==> config.mk <==
export PLATFORM = sky130hd
export DESIGN_NAME = simd_lane_cmp
export DESIGN_NICKNAME = d
export VERILOG_FILES = /design/src/rtl/simd_cmp_pkg.sv /design/src/rtl/simd_cmp_decode.sv /design/src/rtl/simd_cmp_lanes.sv /design/src/rtl/simd_cmp_pack.sv /design/src/rtl/simd_cmp_out.sv /design/src/rtl/simd_lane_cmp.sv
export SDC_FILE = /design/constraint.sdc
export NUM_CORES = 1
export LEC_CHECK = 0
export BUFFER_PORTS_ARGS = -buffer_cell sky130_fd_sc_hd__buf_2
export CORE_MARGIN = 1.5
export CORE_UTILIZATION = 42
export CTS_CLUSTER_DIAMETER = 150
export CTS_CLUSTER_SIZE = 14
export DETAILED_ROUTE_END_ITERATION = 7
export GPL_ROUTABILITY_DRIVEN = 0
export PLACE_DENSITY = 0.92
export SYNTH_ARGS = -nofsm -noshare
export SYNTH_HDL_FRONTEND = slang
export SYNTH_SLANG_ARGS = --single-unit
==> constraint.sdc <==
create_clock -name clk -period 3.3 [get_ports clk]
set_clock_uncertainty 0.15 [all_clocks]
set_input_delay 0.66 -clock clk [delete_from_list [all_inputs] [get_ports clk]]
set_output_delay 0.66 -clock clk [all_outputs]
set_load 0.1 [all_outputs]
==> src/rtl/simd_cmp_pkg.sv <==
package simd_cmp_pkg;

    localparam int OPC_W = 9;

    typedef enum logic [1:0] {
        REL_GT = 2'd0,
        REL_EQ = 2'd1,
        REL_LE = 2'd2,
        REL_NE = 2'd3
    } cmp_rel_e;

    typedef enum logic {
        MODE_NARROW = 1'b0,
        MODE_WIDE   = 1'b1
    } lane_mode_e;

    typedef struct packed {
        logic       legal;
        cmp_rel_e   rel;
        lane_mode_e mode;
    } cmp_ctrl_t;

    localparam logic [OPC_W-1:0] OPC_LE_N = 9'h020;
    localparam logic [OPC_W-1:0] OPC_NE_N = 9'h022;
    localparam logic [OPC_W-1:0] OPC_LE_W = 9'h024;
    localparam logic [OPC_W-1:0] OPC_NE_W = 9'h026;
    localparam logic [OPC_W-1:0] OPC_GT_N = 9'h028;
    localparam logic [OPC_W-1:0] OPC_EQ_N = 9'h02A;
    localparam logic [OPC_W-1:0] OPC_GT_W = 9'h02C;
    localparam logic [OPC_W-1:0] OPC_EQ_W = 9'h02E;

    function automatic cmp_ctrl_t decode_opc(input logic [OPC_W-1:0] opc);
        cmp_ctrl_t c;
        c.legal = 1'b1;
        c.rel   = REL_GT;
        c.mode  = MODE_NARROW;
        case (opc)
            OPC_LE_N: begin c.rel = REL_LE; c.mode = MODE_NARROW; end
            OPC_NE_N: begin c.rel = REL_NE; c.mode = MODE_NARROW; end
            OPC_LE_W: begin c.rel = REL_LE; c.mode = MODE_WIDE;   end
            OPC_NE_W: begin c.rel = REL_NE; c.mode = MODE_WIDE;   end
            OPC_GT_N: begin c.rel = REL_GT; c.mode = MODE_NARROW; end
            OPC_EQ_N: begin c.rel = REL_EQ; c.mode = MODE_NARROW; end
            OPC_GT_W: begin c.rel = REL_GT; c.mode = MODE_WIDE;   end
            OPC_EQ_W: begin c.rel = REL_EQ; c.mode = MODE_WIDE;   end
            default:  c.legal = 1'b0;
        endcase
        return c;
    endfunction

    function automatic logic apply_rel(input cmp_rel_e rel, input logic gt, input logic eq);
        logic r;
        case (rel)
            REL_GT:  r = gt;
            REL_EQ:  r = eq;
            REL_LE:  r = ~gt;
            default: r = ~eq;
        endcase
        return r;
    endfunction

endpackage

==> src/rtl/simd_cmp_decode.sv <==
module simd_cmp_decode
    import simd_cmp_pkg::*;
(
    input  logic             en,
    input  logic [OPC_W-1:0] opcode,
    output cmp_ctrl_t        ctrl
);

    cmp_ctrl_t raw;

    always_comb begin
        raw        = decode_opc(opcode);
        ctrl       = raw;
        ctrl.legal = raw.legal & en;
    end

endmodule

==> src/rtl/simd_cmp_lanes.sv <==
module simd_cmp_lanes #(
    parameter int DATA_W = 64,
    parameter int LANE_W = 16,
    localparam int LANES = DATA_W / LANE_W
) (
    input  logic [DATA_W-1:0] opa,
    input  logic [DATA_W-1:0] opb,
    output logic [LANES-1:0]  gt,
    output logic [LANES-1:0]  eq
);

    for (genvar k = 0; k < LANES; k++) begin : g_lane
        logic signed [LANE_W-1:0] la;
        logic signed [LANE_W-1:0] lb;
        assign la    = opa[k*LANE_W +: LANE_W];
        assign lb    = opb[k*LANE_W +: LANE_W];
        assign gt[k] = (la > lb);
        assign eq[k] = (la == lb);
    end

endmodule

==> src/rtl/simd_cmp_pack.sv <==
module simd_cmp_pack
    import simd_cmp_pkg::*;
#(
    parameter int DATA_W   = 64,
    parameter int N_NARROW = 4,
    parameter int N_WIDE   = 2
) (
    input  cmp_ctrl_t           ctrl,
    input  logic [N_NARROW-1:0] gt_n,
    input  logic [N_NARROW-1:0] eq_n,
    input  logic [N_WIDE-1:0]   gt_w,
    input  logic [N_WIDE-1:0]   eq_w,
    output logic [DATA_W-1:0]   res
);

    always_comb begin
        res = '0;
        if (ctrl.legal) begin
            if (ctrl.mode == MODE_NARROW) begin
                for (int k = 0; k < N_NARROW; k++) begin
                    res[k] = apply_rel(ctrl.rel, gt_n[k], eq_n[k]);
                end
            end else begin
                for (int k = 0; k < N_WIDE; k++) begin
                    res[k] = apply_rel(ctrl.rel, gt_w[k], eq_w[k]);
                end
            end
        end
    end

endmodule

==> src/rtl/simd_cmp_out.sv <==
module simd_cmp_out #(
    parameter int DATA_W     = 64,
    parameter bit REGISTERED = 1'b1
) (
    input  logic              clk,
    input  logic              rst,
    input  logic              valid_in,
    input  logic [DATA_W-1:0] res_d,
    input  logic              illegal_d,
    output logic [DATA_W-1:0] result,
    output logic              illegal,
    output logic              valid_out
);

    if (REGISTERED) begin : g_reg
        always_ff @(posedge clk) begin
            if (rst) begin
                result    <= '0;
                illegal   <= 1'b0;
                valid_out <= 1'b0;
            end else begin
                valid_out <= valid_in;
                if (valid_in) begin
                    result  <= res_d;
                    illegal <= illegal_d;
                end
            end
        end
    end else begin : g_comb
        assign result    = res_d;
        assign illegal   = illegal_d;
        assign valid_out = valid_in;
    end

endmodule

==> src/rtl/simd_lane_cmp.sv <==
module simd_lane_cmp
    import simd_cmp_pkg::*;
#(
    parameter int DATA_W     = 64,
    parameter int NARROW_W   = 16,
    parameter int WIDE_W     = 32,
    parameter bit REGISTERED = 1'b1
) (
    input  logic              clk,
    input  logic              rst,
    input  logic              en,
    input  logic              valid_in,
    input  logic [OPC_W-1:0]  opcode,
    input  logic [DATA_W-1:0] src_a,
    input  logic [DATA_W-1:0] src_b,
    output logic [DATA_W-1:0] result,
    output logic              illegal,
    output logic              valid_out
);

    localparam int N_NARROW = DATA_W / NARROW_W;
    localparam int N_WIDE   = DATA_W / WIDE_W;

    cmp_ctrl_t           ctrl;
    logic [N_NARROW-1:0] gt_n, eq_n;
    logic [N_WIDE-1:0]   gt_w, eq_w;
    logic [DATA_W-1:0]   res_d;

    simd_cmp_decode u_dec (
        .en     (en),
        .opcode (opcode),
        .ctrl   (ctrl)
    );

    simd_cmp_lanes #(.DATA_W(DATA_W), .LANE_W(NARROW_W)) u_narrow (
        .opa (src_a),
        .opb (src_b),
        .gt  (gt_n),
        .eq  (eq_n)
    );

    simd_cmp_lanes #(.DATA_W(DATA_W), .LANE_W(WIDE_W)) u_wide (
        .opa (src_a),
        .opb (src_b),
        .gt  (gt_w),
        .eq  (eq_w)
    );

    simd_cmp_pack #(.DATA_W(DATA_W), .N_NARROW(N_NARROW), .N_WIDE(N_WIDE)) u_pack (
        .ctrl (ctrl),
        .gt_n (gt_n),
        .eq_n (eq_n),
        .gt_w (gt_w),
        .eq_w (eq_w),
        .res  (res_d)
    );

    simd_cmp_out #(.DATA_W(DATA_W), .REGISTERED(REGISTERED)) u_out (
        .clk       (clk),
        .rst       (rst),
        .valid_in  (valid_in),
        .res_d     (res_d),
        .illegal_d (~ctrl.legal),
        .result    (result),
        .illegal   (illegal),
        .valid_out (valid_out)
    );

endmodule

## After elaboration in Yosys (flattened, before gate mapping)

Cells that the tools add are included.

| operators by class | value |
|---|---|
| divide/modulo/power cells | 0 |
| shift-type cells | 0 |
| multipliers | 0 |
| $add $sub $neg | 0 |
| order comparisons | 6 |
| reduce and logical (&&, ||, !) cells | 2 |
| equal/unequal tests | 16 |
| bitwise operators | 14 |
| muxes and demuxes | 11 |

Operator list:

| cell | number |
|---|---|
| $eq A9 B6 Y1 const B | 8 |
| $eq A16 B16 Y1 | 4 |
| $eq A32 B32 Y1 | 2 |
| $gt A16 B16 Y1 | 4 |
| $gt A32 B32 Y1 | 2 |
| $pmux W3 S7 | 1 |
| $pmux W1 S3 | 6 |
| $not A1 Y1 | 13 |
| $reduce_or A8 Y1 | 1 |
| $mux W2 | 2 |
| $mux W4 | 1 |
| $eq A2 B1 Y1 const B | 1 |
| $eq A2 B2 Y1 const B | 1 |
| $logic_not A2 Y1 | 1 |
| $and A1 B1 Y1 | 1 |
| $mux W1 | 1 |

| storage, ports and cells | value |
|---|---|
| flip-flop bits (word level) | 6 |
| bits of input ports | 141 |
| output and inout bits | 66 |
| memories | 0 |
| memory bits (read-only) | 0 |
| bits in latches | 0 |
| bits in writable memories | 0 |
| word-level logic and storage cells | 52 |

## Depth between registers and ports, before layout

| logic depth | value |
|---|---|
| depth after elaboration | 6 |
| mapped depth | 9 |
| gate-level depth less buffers | 9 |

## Modules after synthesis

Synthesis repeated with hierarchy kept, for this count alone.

| second synthesis, totals | value |
|---|---|
| cells, all modules | 763 |
| area, all modules | 6377.4 µm² |

Modules (own cells, without submodules):

| module | cells an instance | times used | area each (µm²) | sequential area each (µm²) |
|---|---|---|---|---|
| simd_cmp_out | 212 | 1 | 2377.3 | 1321.3 |
| simd_cmp_lanes at u_narrow | 234 | 1 | 1662.8 | 0.0 |
| simd_cmp_lanes at u_wide | 228 | 1 | 1637.8 | 0.0 |
| simd_cmp_pack | 81 | 1 | 639.4 | 0.0 |
| simd_cmp_decode | 7 | 1 | 56.3 | 0.0 |
| simd_lane_cmp | 1 | 1 | 3.8 | 0.0 |

## Least setup slack after synthesis

OpenSTA, ideal clock, no wires.

| timing path | value |
|---|---|
| kind | input-to-reg |
| start | input port src_b[63] |
| end | register u_out.result[1] |
| library setup time | 0.073 ns |
| stages | 9 |
| path slack | 0.554 ns |
| data required time | 3.077 ns |
| data arrival time | 2.523 ns |
| buffers on the path | 0 |
| cell sequence | inv_1 -> ha_1 -> nand4_2 -> or3_4 -> o22ai_1 -> nor2_1 -> or3_1 -> a311o_1 -> o211ai_2 |

| on the way | value |
|---|---|
| longest elaborated chain between the ends | 5 |
| elaborated cells between the ends (all ways) | 7 |
| those cells by class | order compare: 1; eq/ne: 1; mux: 3; bitwise: 2 |

Ends and longest elaborated chain:

| item | line | RTL |
|---|---|---|
| start: declaration | simd_lane_cmp.sv:15 | `input logic [DATA_W-1:0] src_b,` |
| $gt A32 B32 Y1 or $eq A32 B32 Y1 (tied branches) | simd_cmp_lanes.sv:17, simd_cmp_lanes.sv:18 |  |
| $not A1 Y1, on equally long branches | simd_cmp_pkg.sv:56, simd_cmp_pkg.sv:57 |  |
| $pmux W1 S3 (*) | simd_cmp_pkg.sv:53 | `case (rel)` |
| $mux W2 (*) | simd_cmp_pack.sv:19 | `if (ctrl.mode == MODE_NARROW) begin` |
| $mux W4 (*) | simd_cmp_pack.sv:18 | `if (ctrl.legal) begin` |
| end signal: assignment | simd_cmp_out.sv:24 | `result <= res_d;` |
| end: declaration | simd_cmp_out.sv:10 | `output logic [DATA_W-1:0] result,` |

Mark *: on every way between the ends. The rest lies on a longest branch, timed or not.
A chain may end at the register's enable or synchronous reset.

## Worst setup path in the final report

Same ends and word-level chain as after synthesis.

==> flow_summary.yaml <==
sta:
  period_minus_slack_ns: 2.87
  drv_slew: 0
  post-route-period-util_pct: 86.8
  fmax_ghz: 0.349
  setup_viol: 0
  maxSlewHeadroom_pct: 57.7
  hold_violations: 0
  tightest_slew_ns: 0.629
  final.setup.tns_ns: 0
  rsz0062_at_grt: "no"
placed_design:
  io_buffers: 146
  dp.cells: 602
  dpl_cell_area_mm2: 0.00335
  dp_hpwl_mm: 6.24
synth:
  async_flop_share_pct: 0
  syn_inst: 379
  yosysWarnings: 0
  synth.area.top_cells: "ha_1, buf_4, inv_1"
  syn_area_per_cell_um2: 7.23
  yosysTopAreaCell: "ha_1"
  synth_top_cell_area_share_pct: 30.1
  synth_top_flop_cell: "dfxtp_1"
  synthDistinctLibCells: 49
  synth_area_mm2: 0.00274
  yosys_register_bits: 6
  yosysSeqAreaShare_pct: 4.38
  synth_edf_count: 0
layout:
  seq_area_um2: 120
  syn_to_final_growth_pct: 23.7
  fillers: 627
  num-nets-final: 737
  fin_cells: 605
  final_area_mm2: 0.00339
  multiInputGateArea_mm2: 0.00212
  diodes: 0
  drive_gt1_share_pct: 30.1
hold_path:
  holdPathStages: 2
  hold_class: "register to register"
grt:
  antenna_found_initial: 0
  grt_usage_pct: 18.2
  grt_max_degree: 9
  overflow: 0
  grt_pass1_vias: 2806
  grt_pass1_wl_mm: 11.1
route:
  antenna_left: 0
  vias_per_cell: 4.89
  routedWlPerCell_um: 11.1
  num_vias: 2960
  drcViolationCount: 0
  drt-total-wl_mm: 6.72
  drtIter0Drc: 68
  drtPass1Iterations: 4
clock_tree:
  clockBufferDepth: 2
  post-cts-setup-buffer-count: 0
  cts_tree: "done"
  holdBufCountCts: 0
  ctsResizeCount: 0
  clk_latency_ns: 0.22
  cts_made_buffers: 3
  ctsHtreeMaxLevel: 1
  cts.sinks: 6
  clk_pin_slew_ns: 0.04
  clock-root-buffer: "clkbuf_8"
floorplanning:
  pin_count: 207
  placementRows: 29
  coreArea_mm2: 0.00631
  dieHeight_um: 83.8
  initial_core_util_pct: 43.4
  die_area_mm2: 0.00702
  fp.dieW_um: 83.8
worst_setup_path:
  setup.worst_path.end_class: "register"
  critPathLaunchType: "primary input"
  critPathBufInv: 2
  arrival_ns: 2.87
  reg2reg_depth: 3
  cp_slowest_cell: "nor4_1"
  crit_family: "simple AND/OR/NAND/NOR gates"
  cp.required_ns: 3.30
  cp_max_fo: 6
  crit_top_cell: "a311o_1"
  worstSetupPathType: "primary input to register"
  crit_cells: 10
  cp_cell_sequence: "buf_2 -> inv_1 -> ha_1 -> nand4_2 -> nor4_1 -> and3_1 -> nor3_1 -> a311o_1 -> a311o_1 -> o211ai_2"
  cpPeakStageDelay_ns: 0.62
pwr:
  power_w: 0.000803
  ir_drop_uv: 197
  power_density_mw_per_mm2: 237
  power_leakage_nw: 2.06
run:
  drv_cap: 0
status:
  outcome: "completed"
[cell families after synthesis]
| family | count (synthesis) | share of synthesized area [%] |
|---|---|---|
| compound gates | 71 | 18.5 |
| flops | 6 | 4.38 |
| buf+inv | 133 | 26.4 |
| other cells | 1 | 0.137 |
| simple gates | 102 | 20.4 |
| fa+ha+maj | 66 | 30.1 |
[worst paths after layout]
check | slack (ns) | end | start
worst max register to register | 2.24 | u_out.result[0] | u_out.result[0]
worst min-delay path | 0.31 | u_out.result[1] | u_out.result[1]
worst max-delay path | 0.43 | u_out.result[1] | src_b[63]
worst min register to register | 0.31 | u_out.result[1] | u_out.result[1]
[metrics by stage]
| stage | hold WS (ns) | setup slack, ns | utilization (%) |
|---|---|---|---|
| 2_1_floorplan | 0.583 | 0.554 | - |
| 3_3_place_gp | 0.294 | 0.323 | 53.1 |
| 3_5_place_dp | 0.299 | 0.277 | 53.1 |
| 4_1_cts | 0.314 | 0.501 | 53.7 |
| 5_1_grt | 0.362 | 0.304 | 53.7 |
| 6_report | 0.313 | 0.434 | 53.7 |
[layout make-up]
cell class	count	area share (%)
multi-input combinational	299	62.4
timing repair buffer	148	22.0
inverter	72	7.97
sequential	6	3.54
tap	77	2.84
clock buffer	3	1.22
[placed cells by master (no fill, tap or decap), drive strengths merged, types with 2 or more instances in the layout]
cell | netlist | final
buf | 60 | 148
nor2b | 3 | 3
nor3 | 6 | 6
o211ai | 5 | 5
a31oi | 2 | 2
o31ai | 3 | 3
a211oi | 3 | 3
clkbuf | 1 | 3
a2111oi | 2 | 2
and4 | 2 | 2
and3 | 5 | 5
a311o | 2 | 2
ha | 66 | 66
nand2b | 3 | 3
or2 | 2 | 2
o21ai | 6 | 6
or3 | 4 | 4
inv | 72 | 72
nand2 | 23 | 23
nor2 | 14 | 14
nor3b | 2 | 2
nand4 | 18 | 18
a21o | 5 | 5
conb | 1 | 60
o21a | 2 | 2
nand3 | 12 | 12
o22ai | 2 | 2
a221oi | 4 | 4
dfxtp | 6 | 6
a21oi | 24 | 24
nor4 | 6 | 6
[synthesized netlist by cell type (2+ instances only)]
cell	instances
a2111oi_2	2
o211ai_1	4
a311o_1	2
nor3b_1	2
o21ai_0	4
dfxtp_1	6
nor3_1	6
or2_1	2
a211oi_1	3
nor4_1	5
and4_1	2
or3_1	3
ha_1	66
nand2b_1	3
nor2_1	14
nand2_1	23
o21ai_1	2
inv_1	72
nand4_1	17
a21o_1	5
buf_4	60
nor2b_1	3
a21oi_1	24
o21a_1	2
nand3_1	12
o31ai_1	3
a221oi_1	4
a31oi_1	2
and3_1	5
o22ai_1	2
[report_power, final]
group / internal (W) / leakage (nW) / switching, W
sequential: 0.0000745 / 0.0489 / 0.000000550
combinational: 0.000155 / 1.99 / 0.000461
clock: 0.0000785 / 0.0216 / 0.0000331
[worst reg2reg max path, delay by kind of cell (launching register included)]
family | cells | cell delay (ns)
compound gates | 2 | 0.30
flops | 1 | 0.31
simple gates | 1 | 0.18
[layer usage]
| metal | wire [um] | vias up | track usage [%] | part of all wire, % |
|---|---|---|---|---|
| met1 | 2660 | 1302 | 20.5 | 40 |
| li1 | - | 1518 | - | - |
| met2 | 3510 | 126 | 35.7 | 52 |
| met5 | 0 | - | 0 | 0 |
| met3 | 453 | 14 | 2.77 | 6.7 |
| met4 | 99 | 0 | 4.02 | 1.5 |
[registers in the layout, summed over array words and instances, names as in the netlist]
| name | flops |
|---|---|
| u_out.illegal | 1 |
| u_out.valid_out | 1 |
| u_out.result | 4 |
(Power assumes the default switching activity.)
